===== src/rtl/tg_pkg.sv =====
package tg_pkg;

  typedef enum logic [1:0] {
    MD_FREE     = 2'd0,
    MD_PERIODIC = 2'd1,
    MD_ONESHOT  = 2'd2,
    MD_GUARD    = 2'd3
  } tmode_e;

  localparam int OFS_LOAD = 'h00;
  localparam int OFS_CTRL = 'h08;
  localparam int OFS_STAT = 'h38;

  localparam int CTL_EN_BIT    = 7;
  localparam int CTL_MODE_LSB  = 4;
  localparam int STAT_CAUSE_BIT = 1;

endpackage


===== src/rtl/tg_prescale.sv =====
module tg_prescale #(
  parameter int DIV_W  = 16,
  parameter int CODE_W = 4
) (
  input  logic              clk,
  input  logic              clr,
  input  logic              en,
  input  logic              restart,
  input  logic [CODE_W-1:0] code,
  output logic              tick
);

  logic [DIV_W-1:0] ph_q;
  logic [DIV_W-1:0] mask;

  // Top code selects full-width division; lower codes select 2^code.
  always_comb begin
    for (int i = 0; i < DIV_W; i++) begin
      mask[i] = (code == {CODE_W{1'b1}}) || (int'(code) > i);
    end
  end

  assign tick = en && ((ph_q & mask) == mask);

  always_ff @(posedge clk) begin
    if (clr || restart || !en || tick) begin
      ph_q <= '0;
    end else begin
      ph_q <= ph_q + 1'b1;
    end
  end

  // with a division above one, two ticks are never back to back.
  p_tick_spacing_r3: assert property (@(posedge clk) disable iff (clr)
    (tick && mask != '0 && !restart) |=> (!tick || mask == '0));

endmodule


===== src/rtl/tg_regs.sv =====
module tg_regs
  import tg_pkg::*;
#(
  parameter int ADDR_W = 8,
  parameter int DATA_W = 32,
  parameter int CNT_W  = 16,
  parameter int CODE_W = 4
) (
  input  logic              clk,
  input  logic              por,
  input  logic              clr,
  input  logic [ADDR_W-1:0] addr,
  input  logic              we,
  input  logic [DATA_W-1:0] wdata,
  output logic [DATA_W-1:0] rdata,
  output logic [CNT_W-1:0]  load_q,
  output logic              en_q,
  output tmode_e            mode_q,
  output logic [CODE_W-1:0] code_q,
  output logic              reload_now,
  output logic [CNT_W-1:0]  reload_val,
  input  logic              stop_req,
  input  logic              guard_fire,
  output logic              cause_q
);

  localparam int CTL_USED = CTL_EN_BIT + 1;

  logic wr_load, wr_ctrl, wr_stat, en_rise;
  logic unused_wdata_hi;

  assign unused_wdata_hi = ^wdata;

  assign wr_load = we && (addr == ADDR_W'(OFS_LOAD));
  assign wr_ctrl = we && (addr == ADDR_W'(OFS_CTRL));
  assign wr_stat = we && (addr == ADDR_W'(OFS_STAT));
  assign en_rise = wr_ctrl && wdata[CTL_EN_BIT] && !en_q;

  assign reload_now = wr_load || en_rise;
  assign reload_val = wr_load ? wdata[CNT_W-1:0] : load_q;

  always_ff @(posedge clk) begin
    if (clr) begin
      load_q <= '0;
    end else if (wr_load) begin
      load_q <= wdata[CNT_W-1:0];
    end
  end

  always_ff @(posedge clk) begin
    if (clr) begin
      en_q   <= 1'b0;
      mode_q <= MD_FREE;
      code_q <= '0;
    end else if (wr_ctrl) begin
      en_q   <= wdata[CTL_EN_BIT];
      mode_q <= tmode_e'(wdata[CTL_MODE_LSB +: 2]);
      code_q <= wdata[CODE_W-1:0];
    end else if (stop_req) begin
      en_q   <= 1'b0;
    end
  end

  // Cause flag lives on the power-on reset only.
  always_ff @(posedge clk) begin
    if (por) begin
      cause_q <= 1'b0;
    end else if (guard_fire) begin
      cause_q <= 1'b1;
    end else if (wr_stat && wdata[STAT_CAUSE_BIT]) begin
      cause_q <= 1'b0;
    end
  end

  always_ff @(posedge clk) begin
    if (clr) begin
      rdata <= '0;
    end else begin
      rdata <= '0;
      if (addr == ADDR_W'(OFS_LOAD)) begin
        rdata[CNT_W-1:0] <= load_q;
      end else if (addr == ADDR_W'(OFS_CTRL)) begin
        rdata[CTL_USED-1:0] <= {en_q, 1'b0, mode_q, code_q};
      end else if (addr == ADDR_W'(OFS_STAT)) begin
        rdata[STAT_CAUSE_BIT] <= cause_q;
      end
    end
  end

  // an expiry always leaves the cause flag set.
  p_cause_set_r10: assert property (@(posedge clk) disable iff (por)
    guard_fire |=> cause_q);

  // only a write-one-to-clear can drop the flag.
  p_cause_hold_r10: assert property (@(posedge clk) disable iff (por)
    (cause_q && !(wr_stat && wdata[STAT_CAUSE_BIT])) |=> cause_q);

  // a self-stop request with no competing control write turns enable off.
  p_self_stop_r8: assert property (@(posedge clk) disable iff (clr)
    (stop_req && !wr_ctrl) |=> !en_q);

endmodule


===== src/rtl/tg_core.sv =====
module tg_core
  import tg_pkg::*;
#(
  parameter int CNT_W    = 16,
  parameter int RST_HOLD = 16
) (
  input  logic             clk,
  input  logic             por,
  input  logic             clr,
  input  logic             tick,
  input  tmode_e           mode,
  input  logic [CNT_W-1:0] load_q,
  input  logic             reload_now,
  input  logic [CNT_W-1:0] reload_val,
  output logic             irq,
  output logic             guard_fire,
  output logic             stop_req,
  output logic             sys_rst_req
);

  localparam int HOLD_W = $clog2(RST_HOLD + 1);

  logic [CNT_W-1:0]  cnt_q;
  logic [HOLD_W-1:0] hold_q;
  logic              expire;

  assign expire     = tick && !clr && (cnt_q == '0) && !reload_now;
  assign guard_fire = expire && (mode == MD_GUARD);
  assign stop_req   = expire && ((mode == MD_ONESHOT) || (mode == MD_GUARD));

  always_ff @(posedge clk) begin
    if (clr) begin
      cnt_q <= '0;
    end else if (reload_now) begin
      cnt_q <= reload_val;
    end else if (tick) begin
      if (cnt_q != '0) begin
        cnt_q <= cnt_q - 1'b1;
      end else begin
        case (mode)
          MD_FREE:     cnt_q <= '1;
          MD_PERIODIC: cnt_q <= load_q;
          default:     cnt_q <= '0;
        endcase
      end
    end
  end

  always_ff @(posedge clk) begin
    if (clr) begin
      irq <= 1'b0;
    end else begin
      irq <= expire && (mode != MD_GUARD);
    end
  end

  // Reset request runs on the power-on reset so it completes through soft_rst.
  always_ff @(posedge clk) begin
    if (por) begin
      hold_q      <= '0;
      sys_rst_req <= 1'b0;
    end else if (guard_fire) begin
      hold_q      <= HOLD_W'(RST_HOLD);
      sys_rst_req <= 1'b1;
    end else begin
      sys_rst_req <= (hold_q > HOLD_W'(1));
      if (hold_q != '0) begin
        hold_q <= hold_q - 1'b1;
      end
    end
  end

  // a reload always lands in the count on the next edge.
  p_reload_lands_r11: assert property (@(posedge clk) disable iff (clr)
    reload_now |=> (cnt_q == $past(reload_val)));

  // the reset request starts only from a watchdog expiry.
  p_req_origin_r9: assert property (@(posedge clk) disable iff (por)
    $rose(sys_rst_req) |-> $past(guard_fire));

  // an interrupt pulse always follows a prescaler tick.
  p_irq_after_tick_r5: assert property (@(posedge clk) disable iff (clr)
    irq |-> $past(tick));

  // watchdog mode never raises the timer interrupt.
  p_guard_quiet_r9: assert property (@(posedge clk) disable iff (clr)
    guard_fire |=> !irq);

endmodule


===== src/rtl/cnt16_guard_timer.sv =====
module cnt16_guard_timer
  import tg_pkg::*;
#(
  parameter int ADDR_W   = 8,
  parameter int DATA_W   = 32,
  parameter int CNT_W    = 16,
  parameter int CODE_W   = 4,
  parameter int DIV_W    = 16,
  parameter int RST_HOLD = 16
) (
  input  logic              clk,
  input  logic              rst,
  input  logic              soft_rst,
  input  logic [ADDR_W-1:0] bus_addr,
  input  logic              bus_we,
  input  logic [DATA_W-1:0] bus_wdata,
  output logic [DATA_W-1:0] bus_rdata,
  output logic              irq,
  output logic              sys_rst_req
);

  logic             clr;
  logic [CNT_W-1:0] load_q, reload_val;
  logic             en_q, reload_now, stop_req, guard_fire, cause_q, tick;
  tmode_e           mode_q;
  logic [CODE_W-1:0] code_q;

  assign clr = rst || soft_rst;

  tg_regs #(
    .ADDR_W(ADDR_W), .DATA_W(DATA_W), .CNT_W(CNT_W), .CODE_W(CODE_W)
  ) i_regs (
    .clk(clk), .por(rst), .clr(clr),
    .addr(bus_addr), .we(bus_we), .wdata(bus_wdata), .rdata(bus_rdata),
    .load_q(load_q), .en_q(en_q), .mode_q(mode_q), .code_q(code_q),
    .reload_now(reload_now), .reload_val(reload_val),
    .stop_req(stop_req), .guard_fire(guard_fire), .cause_q(cause_q)
  );

  tg_prescale #(
    .DIV_W(DIV_W), .CODE_W(CODE_W)
  ) i_prescale (
    .clk(clk), .clr(clr), .en(en_q), .restart(reload_now),
    .code(code_q), .tick(tick)
  );

  tg_core #(
    .CNT_W(CNT_W), .RST_HOLD(RST_HOLD)
  ) i_core (
    .clk(clk), .por(rst), .clr(clr), .tick(tick), .mode(mode_q),
    .load_q(load_q), .reload_now(reload_now), .reload_val(reload_val),
    .irq(irq), .guard_fire(guard_fire), .stop_req(stop_req),
    .sys_rst_req(sys_rst_req)
  );

  // the cause flag is set whenever a reset request begins.
  p_cause_with_req_r10: assert property (@(posedge clk) disable iff (rst)
    $rose(sys_rst_req) |-> cause_q);

endmodule


===== config.mk =====
export PLATFORM = sky130hd
export DESIGN_NAME = cnt16_guard_timer
export DESIGN_NICKNAME = d
export VERILOG_FILES = /design/src/rtl/tg_pkg.sv /design/src/rtl/tg_prescale.sv /design/src/rtl/tg_regs.sv /design/src/rtl/tg_core.sv /design/src/rtl/cnt16_guard_timer.sv
export SDC_FILE = /design/constraint.sdc
export NUM_CORES = 1
export LEC_CHECK = 0
export BUFFER_PORTS_ARGS = -buffer_cell sky130_fd_sc_hd__buf_2
export CAP_MARGIN = 20
export CORE_MARGIN = 4
export CORE_UTILIZATION = 55
export CTS_CLUSTER_DIAMETER = 50
export DETAILED_ROUTE_END_ITERATION = 12
export PLACE_DENSITY = 0.78
export SETUP_SLACK_MARGIN = 0.2
export SYNTH_ARGS = -nofsm -noshare
export SYNTH_HDL_FRONTEND = slang
export SYNTH_SLANG_ARGS = --single-unit

===== constraint.sdc =====
create_clock -name clk -period 3.5 [get_ports clk]
set_clock_uncertainty 0.2 [all_clocks]
set_input_delay 0.525 -clock clk [delete_from_list [all_inputs] [get_ports clk]]
set_output_delay 0.525 -clock clk [all_outputs]
set_load 0.1 [all_outputs]

Word level (Yosys, flattened, before mapping):

Cells that the tools add are included.
Widths: inputs -> output; s select.

* register bits: 95
* bits of input ports: 44
* word-level logic and storage cells: 108

* add/subtract/negate cells: 3
* $lt $le $gt $ge: 16
* eq/ne operators: 8
* multiplexer cells: 17
* bitwise logic cells: 2
* reduce and logical (&&, ||, !) cells: 48

Operators with widths (number)
* $mux 16: 4
* $pmux 16 s2: 1
* $gt 4x4->1 const B: 7
* $logic_or 1x1->1: 21
* $add 16x1->16 const B: 1
* $and 16x16->16: 1
* $eq 16x16->1: 1
* $gt 4x3->1 const B: 4
* $logic_not 16->1: 1
* $reduce_bool 16->1: 1
* $sub 16x1->16 const B: 1
* $logic_and 1x1->1: 13
* $mux 5: 2
* $eq 8x4->1 const B: 1
* $eq 8x6->1 const B: 1
* $gt 4x1->1 const B: 2
* $gt 4x2->1 const B: 2
* $logic_not 8->1: 1
* $mux 1: 8
* $mux 8: 1
* $reduce_bool 2->1: 4
* $mux 6: 1
* $gt 5x1->1 const B: 1
* $reduce_bool 5->1: 1
* 9 further kinds: 13

Depth between registers and ports, before layout:

* word-level depth: 11
* mapped depth: 9
* mapped depth without buffers: 8

Modules after synthesis:

A second synthesis with hierarchy kept.

* cell total of the unflattened synthesis: 510
* area total of the unflattened synthesis: 4504.3 um^2

Modules (own cells, without submodules)
* tg_regs: times used 1, cells an instance 189, area an instance 1845.5 um^2
* tg_core: times used 1, cells an instance 224, area an instance 1754.2 um^2
* tg_prescale: times used 1, cells an instance 96, area an instance 898.4 um^2
* cnt16_guard_timer: times used 1, cells an instance 1, area an instance 6.3 um^2

Worst setup path after synthesis:

OpenSTA, ideal clock, no wires.

* path type: input port to flip-flop
* from: input port bus_addr[1]
* to: register i_core.cnt_q[3]
* data arrival time: 2.018 ns
* required time: 3.171 ns
* setup slack: 1.153 ns
* stages: 6
* path through: nor4_1 -> nand2_1 -> nor2_4 -> buf_2 -> mux2i_1 -> o32ai_1

* longest elaborated chain between the ends: 6
* elaborated cells on any way between the ends: 10

Ends and longest elaborated chain
* from (decl): line cnt16_guard_timer.sv:14 `input logic [ADDR_W-1:0] bus_addr,`
* $eq 8x4->1: line tg_regs.sv:35 `assign wr_ctrl = we && (addr == ADDR_W'(OFS_CTRL));`
* $logic_and 1x1->1: line tg_regs.sv:35
* $logic_and 1x1->1 (2 in series): line tg_regs.sv:37 `assign en_rise = wr_ctrl && wdata[CTL_EN_BIT] && !en_q;`
* $logic_or 1x1->1: line tg_regs.sv:39 `assign reload_now = wr_load || en_rise;`
* $mux 16 / $reduce_bool 2->1 (equally long branches)
* to (signal assigned): line tg_core.sv:35 `cnt_q <= reload_val;`
* to (signal assigned): line tg_core.sv:38 `cnt_q <= cnt_q - 1'b1;`
* to (signal assigned): line tg_core.sv:42 `MD_PERIODIC: cnt_q <= load_q;`
* to (decl): line tg_core.sv:23 `logic [CNT_W-1:0] cnt_q;`

Several ways; a longest one is shown, not always the timed one.
A chain may end at the register's enable or synchronous reset.

Worst setup path in the final report:

* from: register i_regs.code_q[0]
* to: register i_core.sys_rst_req

* longest elaborated chain between the ends: 10
* elaborated cells on any way between the ends: 39

Ends and longest elaborated chain
* from (decl): line tg_regs.sv:19 `output logic [CODE_W-1:0] code_q,`
* from (signal assigned): line tg_regs.sv:58 `code_q <= wdata[CODE_W-1:0];`
* $gt 4x1->1 (tied with other cells): line tg_prescale.sv:19 `mask[i] = (code == {CODE_W{1'b1}}) || (int'(code) > i);`
* $logic_or 1x1->1: line tg_prescale.sv:19
* $and 16x16->16: line tg_prescale.sv:23 `assign tick = en && ((ph_q & mask) == mask);`
* $eq 16x16->1 *: line tg_prescale.sv:23
* $logic_and 1x1->1 *: line tg_prescale.sv:23
* $logic_and 1x1->1 * (3 in series): line tg_core.sv:27 `assign expire = tick && !clr && (cnt_q == '0) && !reload_now;`
* $logic_and 1x1->1 *: line tg_core.sv:28 `assign guard_fire = expire && (mode == MD_GUARD);`
* $mux 1 *: line tg_core.sv:62 `end else if (guard_fire) begin`
* to (signal assigned): line tg_core.sv:66 `sys_rst_req <= (hold_q > HOLD_W'(1));`
* to (decl): line tg_core.sv:18 `output logic sys_rst_req`

Mark *: on every way between the ends. The rest lies on a longest branch, timed or not.

==> results.cfg <==
[synthesis]
ys_async_sr_fraction_pct = 0
synth_top_flop_cell = dfxtp_1
yosysWarningCount = 0
synth_cell_types = 58
ys_seq_area_share_pct = 39.0
synth-edff-count = 0
syn_inst = 481
syn_area_um2 = 4050
yosys_register_bits = 79
avgSynthCellArea_um2 = 8.42

[sta]
fmax_mhz = 386
finalCritPeriodShare_pct = 74.0
drv_slew = 0
finalWorstSetupSlack_ps = 911
fin_setup_tns_ps = 0
period_minus_slack_ps = 2590
rsz0062_at_grt = no
hold_viol_final = 0
slew-limit-headroom_pct = 49.2
setup_viol = 0
worst_slew_pin_slew_ps = 761

[die]
die_y_um = 93.8
initial_utilization_pct = 56.1
die_w_um = 93.8
dieArea_um2 = 8800
ios = 78
core_um2 = 7210
core.rowCount = 31

[worst_hold_path]
hold_path_depth = 2
hold_path.class = in -> reg
holdPathEnd = i_core.sys_rst_req$_SDFF_PP0_
hp-start = rst

[global_routing]
overflow = 0
met3_usage_pct = 5.37
grt_pass1_wl_um = 15200
grt_max_degree = 31
grtUsageTotal_pct = 22.0
grtUsageMet1_pct = 29.3
grt_use_met2_pct = 34.9
grt.busiest_layer = met2
antenna_found_initial = 0
first_global_vias = 3240

[worst_setup_path]
r2r_start = i_regs.code_q[0]$_SDFFE_PP0P_
cp_data_required_time_ps = 3580
path_buf_inv = 0
crit_slowest_cell = or4_4
crit_family = simple AND/OR/NAND/NOR gates
rrSetupSlack_ps = 910
cp_max_fo = 19
start_kind = flop
critPathArrivalTime_ps = 2670
critPathCaptureType = flop
cp_cell_sequence = nor2b_1, a2bb2oi_1, o311ai_1, nand3_4, or4_4, a41oi_2
worst-r2r-cell-count = 6
r2r_end = i_core.sys_rst_req$_SDFF_PP0_
slowest_delay_ps = 650
critPathKind = reg -> reg

[power]
p_per_area_nw_per_um2 = 446
leakagePower_nw = 1.76
ir_drop_uv = 163
p_total_mw = 2.00

[routing]
drtPass1Iterations = 5
wl_per_cell_um = 15.3
num_vias = 3537
drt_wl_total_um = 9490
drcViolationCount = 0
ant_nets = 0
first_iter_violations = 237
via_per_inst = 5.69

[clocking]
numCtsBuffers = 9
cts_root_buf = clkbuf_8
htreeDepth = 3
cts.sinks = 79
post_cts_buffers = 0
clock_path_buffers = 2
cts_tree = built
postCtsHoldBufs = 0
clkTransAtPathRegs_ps = 80
ctsResizeCount = 0
insertion_delay_ps = 350

[cells_and_area]
diodes = 0
drive_gt1_share_pct = 15.7
fill_cells = 638
syn2layout_area_growth_pct = 10.8
layout.nets = 569

[job]
drv_cap = 0

[placement]
io_buffers = 45
finalWeightedCongestion = 0.932
dp_hpwl_um = 6720
place_ws_ps = 615

[status]
status = finished, final reports clean
## power by group
part | total, mW | switching, mW | internal (mW)
sequential | 0.947 | 0.0215 | 0.925
combinational | 0.321 | 0.226 | 0.0950
clock | 0.733 | 0.337 | 0.396
## cells in the mapped netlist, types with 2 or more instances
library cell	number	area share, %
nor2b_1	9	1.4
dfxtp_1	79	39
nand2b_1	6	0.93
o32ai_1	3	0.65
nor4_2	2	0.62
and2_1	5	0.77
nand4_1	9	1.4
xor2_1	14	3.0
ha_1	6	1.9
or4_4	2	0.56
nand3_1	15	1.9
buf_4	18	3.3
a21oi_1	30	3.7
mux2i_1	29	7.2
buf_1	2	0.19
o21bai_1	2	0.37
clkbuf_1	13	1.2
a211oi_1	3	0.56
or3_1	3	0.46
o22ai_1	4	0.62
nor3_1	24	3.0
nor2_1	76	7.0
xnor2_1	11	2.4
a31oi_1	7	1.1
nor4b_2	2	0.74
nand2_1	29	2.7
inv_1	20	1.9
a21o_1	7	1.3
and3_1	5	0.77
o211ai_1	5	0.93
buf_2	5	0.62
o21ai_0	7	0.86
nor4_1	4	0.62
## through the flow
step	std cells	utilization (%)	cell area, um2	hold WS [ps]
after floorplan	496	-	4110	231
after global placement	607	59.3	4280	253
after detailed placement	607	59.3	4280	258
after CTS	622	62.2	4490	203
after global routing	622	62.2	4490	219
final	622	62.2	4490	220
## registers in the layout, indices dropped and copies added, names as in the netlist
name / cells
i_core.irq: 1
i_prescale.ph_q: 16
i_regs.mode_q: 2
i_regs.rdata: 16
i_core.cnt_q: 16
i_regs.cause_q: 1
i_regs.load_q: 16
i_regs.code_q: 4
i_regs.en_q: 1
i_core.hold_q: 5
i_core.sys_rst_req: 1
## layer usage
metal,part of all wire (%),routed length [um]
met5,0,0
met4,1.7,163
met3,7.2,681
met2,45,4250
met1,46,4400
## layout make-up
class | instances | area, um2 | area share (%)
timing repair buffer | 50 | 263 | 5.86
tap | 99 | 124 | 2.76
multi-input combinational | 359 | 2230 | 49.8
clock inverter | 6 | 86.3 | 1.92
clock buffer | 9 | 124 | 2.76
inverter | 20 | 75.1 | 1.67
sequential | 79 | 1580 | 35.2
## placed cells by master, fill, tap and decap left out, types with 15 or more instances in the layout
cell type,Yosys,layout
buf_2,5,45
nor2_1,76,76
conb_1,1,16
nor3_1,24,24
a21oi_1,30,30
inv_1,20,20
nand2_1,29,29
dfxtp_1,79,79
mux2i_1,29,29
nand3_1,15,15
## worst max-delay path by stage
stage,slack (ps),startpoint,endpoint,cells after the start
floorplan,1150,bus_addr[1],i_core.cnt_q[3]$_SDFFE_PP0P_,6
global placement,760,bus_addr[1],i_core.cnt_q[4]$_SDFFE_PP0P_,8
detailed placement,610,bus_addr[1],i_core.cnt_q[4]$_SDFFE_PP0P_,8
CTS,920,i_regs.code_q[0]$_SDFFE_PP0P_,i_core.sys_rst_req$_SDFF_PP0_,6
global route,730,bus_addr[1],i_prescale.ph_q[4]$_SDFF_PP0_,7
finish,910,i_regs.code_q[0]$_SDFFE_PP0P_,i_core.sys_rst_req$_SDFF_PP0_,6
## worst reg2reg max path, cell delays in order (launching register included)
cell,delay [ps]
dfxtp_1,400
nor2b_1,170
a2bb2oi_1,130
o311ai_1,490
nand3_4,310
or4_4,660
a41oi_2,170
## logic make-up (layout without fill, tap and decap cells)
kind of cell    after synthesis  in the layout  synth area share, %
compound gates               82             82                 14.0
xor+xnor                     25             25                 5.41
fa+ha+maj                     6              6                 1.85
buf+inv                      58             85                 7.20
flops                        79             79                 39.0
mux                          30             30                 7.45
other cells                   1             16               0.0926
simple gates                200            200                 24.9
Power figures use the tool's default switching activity.
